### config.mk
export PLATFORM = sky130hd
export DESIGN_NAME = card_station_ctrl
export DESIGN_NICKNAME = d
export VERILOG_FILES = /design/src/rtl/csc_pkg.sv /design/src/rtl/csc_ctrl.sv /design/src/rtl/csc_datapath.sv /design/src/rtl/card_station_ctrl.sv
export SDC_FILE = /design/constraint.sdc
export NUM_CORES = 1
export LEC_CHECK = 0
export BUFFER_PORTS_ARGS = -buffer_cell sky130_fd_sc_hd__buf_2
export CAP_MARGIN = 40
export CORE_AREA = 2 2 216 218
export DETAILED_ROUTE_END_ITERATION = 10
export DIE_AREA = 0 0 218 220
export GPL_TIMING_DRIVEN = 0
export PLACE_DENSITY = 0.65
export SYNTH_ARGS = -nofsm -noshare
export SYNTH_HDL_FRONTEND = slang
export SYNTH_SLANG_ARGS = --single-unit
export TNS_END_PERCENT = 10
### constraint.sdc
create_clock -name clk -period 3.4 [get_ports clk]
set_input_delay 0.68 -clock clk [delete_from_list [all_inputs] [get_ports clk]]
set_output_delay 0.68 -clock clk [all_outputs]
set_load 0.02 [all_outputs]
### src/rtl/csc_pkg.sv
package csc_pkg;

  localparam int NUM_STATIONS = 3;

  typedef enum logic [2:0] {
    ST_IDLE,
    ST_PUNCH,
    ST_SENSE,
    ST_ADVANCE,
    ST_STACK
  } phaseT;

  typedef struct packed {
    logic active;
    logic loadBuf;
    logic doPunch;
    logic doSense;
    logic doAdvance;
    logic doStack;
  } strobeT;

endpackage

### src/rtl/csc_ctrl.sv
module csc_ctrl
  import csc_pkg::*;
#(
  parameter int STACK_WAIT = 4
) (
  input  logic   clk,
  input  logic   rstN,
  input  logic   bufLoadDone,
  output strobeT stb
);

  localparam int CNT_W = (STACK_WAIT > 1) ? $clog2(STACK_WAIT) : 1;
  localparam logic [CNT_W-1:0] CNT_LAST = CNT_W'(STACK_WAIT - 1);

  phaseT phase;
  logic [CNT_W-1:0] waitCnt;

  always_ff @(posedge clk) begin
    if (!rstN) begin
      phase   <= ST_IDLE;
      waitCnt <= '0;
    end else begin
      case (phase)
        ST_IDLE:    if (bufLoadDone) phase <= ST_PUNCH;
        ST_PUNCH:   phase <= ST_SENSE;
        ST_SENSE:   phase <= ST_ADVANCE;
        ST_ADVANCE: begin
          phase   <= ST_STACK;
          waitCnt <= '0;
        end
        ST_STACK: begin
          if (waitCnt == CNT_LAST) phase <= ST_IDLE;
          else waitCnt <= waitCnt + 1'b1;
        end
        default:    phase <= ST_IDLE;
      endcase
    end
  end

  always_comb begin
    stb.active    = (phase != ST_IDLE);
    stb.loadBuf   = (phase == ST_IDLE) && bufLoadDone;
    stb.doPunch   = (phase == ST_PUNCH);
    stb.doSense   = (phase == ST_SENSE);
    stb.doAdvance = (phase == ST_ADVANCE);
    stb.doStack   = (phase == ST_STACK) && (waitCnt == CNT_LAST);
  end

endmodule

### src/rtl/csc_datapath.sv
module csc_datapath
  import csc_pkg::*;
#(
  parameter int DATA_W = 90
) (
  input  logic                    clk,
  input  logic                    rstN,
  input  strobeT                  stb,
  input  logic [DATA_W-1:0]       punchData,
  input  logic                    feedAvail,
  input  logic [DATA_W-1:0]       preReadData,
  input  logic [DATA_W-1:0]       postReadData,
  input  logic                    stackSelValid,
  input  logic                    stackSel,
  output logic                    punchFire,
  output logic [DATA_W-1:0]       punchOut,
  output logic [DATA_W-1:0]       preImage,
  output logic [DATA_W-1:0]       postImage,
  output logic [NUM_STATIONS-1:0] occ,
  output logic                    chkValid,
  output logic                    chkErr,
  output logic                    dropValid,
  output logic                    dropBin
);

  logic [DATA_W-1:0]       bufReg;
  logic [DATA_W-1:0]       postCopy;
  logic                    postPunched;
  logic [NUM_STATIONS-1:0] occReg;
  logic                    ejected;
  logic                    selReg;

  always_ff @(posedge clk) begin
    if (!rstN) begin
      bufReg      <= '0;
      postCopy    <= '0;
      postPunched <= 1'b0;
      occReg      <= '0;
      ejected     <= 1'b0;
      selReg      <= 1'b0;
      preImage    <= '0;
      postImage   <= '0;
      chkValid    <= 1'b0;
      chkErr      <= 1'b0;
    end else begin
      if (stb.loadBuf) begin
        bufReg <= punchData;
        selReg <= 1'b0;
      end else if (stb.active && stackSelValid) begin
        selReg <= stackSel;
      end

      chkValid <= 1'b0;
      chkErr   <= 1'b0;
      if (stb.doSense) begin
        if (occReg[0]) preImage  <= preReadData;
        if (occReg[2]) postImage <= postReadData;
        if (occReg[2] && postPunched) begin
          chkValid <= 1'b1;
          chkErr   <= (postReadData != postCopy);
        end
      end

      if (stb.doAdvance) begin
        ejected     <= occReg[NUM_STATIONS-1];
        postPunched <= occReg[1];
        postCopy    <= bufReg;
        occReg      <= {occReg[NUM_STATIONS-2:0], feedAvail};
      end
    end
  end

  assign punchFire = stb.doPunch && occReg[1];
  assign punchOut  = bufReg;
  assign occ       = occReg;
  assign dropValid = stb.doStack && ejected;
  assign dropBin   = (stb.active && stackSelValid) ? stackSel : selReg;

endmodule

### src/rtl/card_station_ctrl.sv
module card_station_ctrl
  import csc_pkg::*;
#(
  parameter int DATA_W     = 90,
  parameter int STACK_WAIT = 4
) (
  input  logic              clk,
  input  logic              rstN,
  input  logic              bufLoadDone,
  input  logic [DATA_W-1:0] punchData,
  input  logic              feedAvail,
  input  logic [DATA_W-1:0] preReadData,
  input  logic [DATA_W-1:0] postReadData,
  input  logic              stackSelValid,
  input  logic              stackSel,
  output logic              busy,
  output logic              punchFire,
  output logic [DATA_W-1:0] punchOut,
  output logic [DATA_W-1:0] preImage,
  output logic [DATA_W-1:0] postImage,
  output logic [2:0]        occ,
  output logic              chkValid,
  output logic              chkErr,
  output logic              dropValid,
  output logic              dropBin
);

  strobeT stb;

  csc_ctrl #(.STACK_WAIT(STACK_WAIT)) u_ctrl (
    .clk        (clk),
    .rstN       (rstN),
    .bufLoadDone(bufLoadDone),
    .stb        (stb)
  );

  csc_datapath #(.DATA_W(DATA_W)) u_dp (
    .clk          (clk),
    .rstN         (rstN),
    .stb          (stb),
    .punchData    (punchData),
    .feedAvail    (feedAvail),
    .preReadData  (preReadData),
    .postReadData (postReadData),
    .stackSelValid(stackSelValid),
    .stackSel     (stackSel),
    .punchFire    (punchFire),
    .punchOut     (punchOut),
    .preImage     (preImage),
    .postImage    (postImage),
    .occ          (occ),
    .chkValid     (chkValid),
    .chkErr       (chkErr),
    .dropValid    (dropValid),
    .dropBin      (dropBin)
  );

  assign busy = stb.active;

endmodule

# Yosys cells after proc, flatten, opt, wreduce, memory -nomap -nowiden
# Cells that the tools add are included.
dict set report word_totals {
  in_bits 276
  regBits 373
  elab_cells 46
  out_inout_bits 279
}
dict set report classes {
  bitwise_logic 1
  add_sub_neg 1
  n_reduce_logical 16
  n_eq_ne 9
  n_mux 7
}
# operator count
set op_table {}
lappend op_table {{inequality test 90 bit} 1}
lappend op_table {{one-hot mux 3 bit (5 select lines)} 1}
lappend op_table {{AND reduction 2 bit} 5}
lappend op_table {{equality test 3 x 2 -> 1 bit, second input constant} 2}
lappend op_table {{logical AND 1 bit} 6}
lappend op_table {{2-to-1 mux 3 bit} 2}
lappend op_table {{inequality test 2 bit, second input constant} 3}
lappend op_table {{one-hot mux 2 bit (2 select lines)} 1}
lappend op_table {{equality test 3 x 1 -> 1 bit, second input constant} 1}
lappend op_table {{equality test 3 bit, second input constant} 1}
lappend op_table {{logical NOT 3 bit} 1}
lappend op_table {{AND reduction 3 bit} 1}
lappend op_table {{nonzero test 3 bit} 1}
lappend op_table {{adder 2 x 1 -> 2 bit, second input constant} 1}
lappend op_table {{equality test 2 bit, second input constant} 1}
lappend op_table {{2-to-1 mux 1 bit} 2}
lappend op_table {{2-to-1 mux 2 bit} 1}
lappend op_table {{nonzero test 2 bit} 1}
lappend op_table {{OR reduction 2 bit} 1}
lappend op_table {{inverter 1 bit} 1}

# Logic depth before layout (Yosys ltp)
dict set report depth {
  depth_word 3
  ltp_mapped 8
  depth_no_buf 5
}

# Modules after synthesis
# From an unflattened synthesis, not the netlist that was laid out.
dict set report hier_totals {
  hier_cells 1540
  area_unflattened_um2 14826.7
}
# module cells_per_inst area_per_inst_um2 seq_area_each_um2 instances
set by_module_without_submodules {}
lappend by_module_without_submodules {csc_datapath 1507 14540.2 7347.0 1}
lappend by_module_without_submodules {csc_ctrl 33 286.5 100.1 1}

# Worst setup path before layout
# OpenSTA, ideal clock, no wires.
dict set report synth_path {
  kind {reg2out}
  from {reg u_ctrl.phase[0]}
  to {out dropBin}
  path_stages_with_launch 6
  arrival_time_ns 1.231
  slack_ns 1.489
  required_ns 2.720
  n_path_buf 1
  cell_sequence {dfxtp_1 -> buf_6 -> nor3_4 -> inv_1 -> nand2_1 -> mux2_2}
}
dict set report synth_between {
  elab_chain_len 3
}
# item line_no
set synth_rtl {}
lappend synth_rtl {{start, declared} csc_ctrl.sv:15} ;# phaseT phase;
lappend synth_rtl {{start signal, assigned} csc_ctrl.sv:20} ;# phase <= ST_IDLE;
lappend synth_rtl {{start signal, assigned} csc_ctrl.sv:24} ;# ST_IDLE: if (bufLoadDone) phase <= ST_PUNCH;
lappend synth_rtl {{start signal, assigned} csc_ctrl.sv:25} ;# ST_PUNCH: phase <= ST_SENSE;
lappend synth_rtl {{nonzero test 3 bit} csc_ctrl.sv:41} ;# stb.active = (phase != ST_IDLE);
lappend synth_rtl {{via busy} card_station_ctrl.sv:16} ;# output logic busy,
lappend synth_rtl {{logical AND 1 bit} csc_datapath.sv:77} ;# assign dropBin = (stb.active && stackSelValid) ? stackSel : selReg;
lappend synth_rtl {{2-to-1 mux 1 bit} csc_datapath.sv:77}
lappend synth_rtl {{end, declared} card_station_ctrl.sv:25} ;# output logic dropBin
# The timed path passes the listed nets, and every way through them passes these cells.

# Worst setup path after layout
dict set report layout_path {
  from {reg u_ctrl.phase[1]}
  to {out dropBin}
}
dict set report layout_between {
  elab_chain_len 3
}
# item line_no
set layout_rtl {}
lappend layout_rtl {{nonzero test 3 bit} csc_ctrl.sv:41}
lappend layout_rtl {{logical AND 1 bit} csc_datapath.sv:77}
lappend layout_rtl {{2-to-1 mux 1 bit} csc_datapath.sv:77}
# No other way between the ends.

==> metrics.md <==
| Metric | Value |
|---|---|
| Status | `finished clean` |
| Cell Rows | `79` |
| Final min period | `2.59 ns` |
| Total Power | `0.0103 W` |
| DRC | `0` |
| CORE AREA | `45900 sq um` |
| Synth-to-Final Area Change | `33.4%` |
| Worst hold path depth | `3` |
| Sum of negative setup slack | `0 ns` |
| Worst clock skew | `0.0257 ns` |
| Drt total wl | `59100 um` |
| Initial Util | `0.326` |
| Synth async-reset ratio | `0` |
| All-Layer GR Usage | `0.237` |
| Clk_lat worst skew | `0.58 ns` |
| Post-Syn Area | `14900 sq um` |
| Synth Register Bits | `372` |
| Fraction of layout cells with a size suffix above 1 | `0.294` |
| Syn Inst Count | `1744` |
| Cell depth of the worst flop-to-flop path | `5` |
| Max Fclk | `0.386 GHz` |
| CTS-repair resized insts | `0` |
| Slew margin rel. | `0.453` |
| Critical path type | `flop to output port` |
| Total die area | `48000 sq um` |
| Max-slew violations | `0` |
| Final-layout fill cell count | `4603` |
| DR vias | `14000` |
| Critical Path RT | `2.72 ns` |
| Placed cell count | `2908` |
| TritonCTS clock tree | `yes` |
| Drt wl/cell | `19.7 um` |
| Worst hold margin | `0.327 ns` |
| Most used DFF post-synth | `dfxtp_1` |
| Worst path arrival time | `1.91 ns` |
| Max Cap Violations | `0` |
| Startpoint type of the worst setup path | `flop` |
| Root Buffer | `clkbuf_16` |
| Finished Layout Cells | `2993` |
| Number of setup violations in the final report | `0` |
| Vias in the first global route | `13500` |
| Final core utilization | `0.434` |
| I/O pins | `555` |
| CTS Sinks | `372` |
| Hold Buf Count CTS | `0` |
| RSZ-0062 raised after global routing | `false` |
| Crit Path Max Fanout | `10` |
| P_leak | `8.43 nW` |
| Synth warn | `0` |
| Post-CTS Setup Bufs | `0` |
| Initial drt markers | `817` |
| Final RePlAce weighted congestion | `0.897` |
| Post-synthesis sequential area ratio | `0.499` |
| Final nets | `2622` |
| HPWL after detailed placement | `47600 um` |
| Overflow after GRT | `0` |
| TritonRoute pass-1 iters | `5` |
| Worst Tran Pin Value | `0.820 ns` |
| First-pass GRT wire length | `83200 um` |
| Synth Area per Inst | `8.56 sq um` |
| Chip width | `218 um` |
| CTS max path bufs | `3` |
| Worst-path clk slew | `0.06 ns` |
| Routed Antenna Nets | `0` |
| Num CTS Buffers | `42` |
| Number of flops mapped to enable cells by yosys | `0` |
| Syn Nets | `2021` |
| Largest net degree at the start of global routing | `14` |
| Power per cell area | `515 nW/um^2` |
| Vias/cell | `4.69` |
| Tcrit/Tclk final | `0.763` |
| Yosys cell types | `34` |
| Maximum vdd drop | `0.371 mV` |
| Nature of the critical path endpoint | `output port` |
| Hold Crit Class | `input port to flop` |
| Die Height | `220 um` |
| H-tree Lvls | `2` |
| Antenna violations before repair | `17` |
| Final Hold Vio Count | `0` |
| PortBufs | `553` |
## layer usage
| metal | global-route usage | share of wire | vias to the layer above |
|---|---|---|---|
| met2 | 0.430 | 0.50 | 514 |
| met1 | 0.263 | 0.39 | 6533 |
| met5 | 0 | 0.0013 | - |
| li1 | - | - | 6863 |
| met3 | 0.0541 | 0.068 | 117 |
| met4 | 0.108 | 0.042 | 12 |
## cell usage in the layout (no fill, tap or decap), types with 6 or more instances in the layout
cell type	count
nand2_1	732
buf_2	581
dfxtp_1	372
a21boi_1	330
xnor2_1	63
clkbuf_1	62
clkbuf_16	43
buf_6	40
a21boi_0	34
xor2_1	28
nand4_1	17
nor4_1	11
clkbuf_8	9
diode_2	7
clkinv_2	6
## sequential cells by signal, summed over array words and instances (netlist names), 2 cells and up
signal / cells
u_dp.postCopy: 90
u_dp.postImage: 90
u_dp.preImage: 90
u_dp.punchOut: 90
u_ctrl.phase: 3
u_ctrl.waitCnt: 2
u_dp.occ: 2
## worst paths after layout
check | to | slack, ns | startpoint
setup / recovery | dropBin | 0.81 | u_ctrl.phase[1]
hold / removal | u_dp.punchOut[78] | 0.33 | punchData[78]
setup reg to reg | u_dp.chkErr | 1.22 | u_dp.postCopy[12]
hold reg to reg | u_dp.preImage[20] | 0.45 | u_dp.preImage[20]
## power breakdown
part	switching, W	internal (W)
clock network	0.00192	0.00270
logic	0.000663	0.000419
registers	0.0000964	0.00447
## synthesized netlist by cell type (2+ instances only)
cell type  count  area share
a21boi_0      34       0.017
a21boi_1     330        0.17
a21oi_1        2     0.00067
and2_1         2     0.00084
and3_1         3      0.0013
buf_1          5      0.0013
buf_2         27      0.0090
buf_4          2      0.0010
buf_6         38       0.029
clkbuf_1      51       0.013
dfxtp_1      372        0.50
nand2_1      732        0.18
nand2_2        2     0.00084
nand3_1        2     0.00067
nand3_2        2      0.0013
nand4_1       17      0.0071
nor2_1         3     0.00075
nor3_1         4      0.0013
nor4_1        11      0.0046
o21ai_0        2     0.00067
xnor2_1       63       0.037
xor2_1        28       0.016
## stage by stage
stage	setup slack, ns	instance area [sq um]
after floorplan	1.49	14900
after global placement	0.523	18500
after detailed placement	0.598	18500
after CTS	0.776	19900
after global routing	0.713	19900
final	0.807	19900
## kinds of logic (layout without fill, tap and decap cells)
family,count (synthesis),count (layout),synth area share
compound gates,370,370,0.186
xor+xnor,91,91,0.0534
fa+ha+maj,1,1,0.000838
buf+inv,124,759,0.0530
flops,372,372,0.499
mux,1,1,0.000754
other cells,0,7,0
simple gates,785,785,0.208
## area by class of cell
cell class,count,area [sq um],share of cell area
tap,607,759,0.0381
timing repair buffer,557,2810,0.141
inverter,1,3.75,0.000188
clock buffer,63,1240,0.0623
clock inverter,15,161,0.00810
sequential,372,7450,0.374
buffer,123,788,0.0396
multi-input combinational,1248,6700,0.336
antenna,7,17.5,0.000879
## worst max-delay path, cell delays in order, from the launching register on
cell	delay, ns
dfxtp_1	0.32
buf_4	0.18
nor3_4	0.15
inv_1	0.11
nand2_1	0.08
mux2_2	0.34
buf_2	0.16
(Power assumes the default switching activity.)
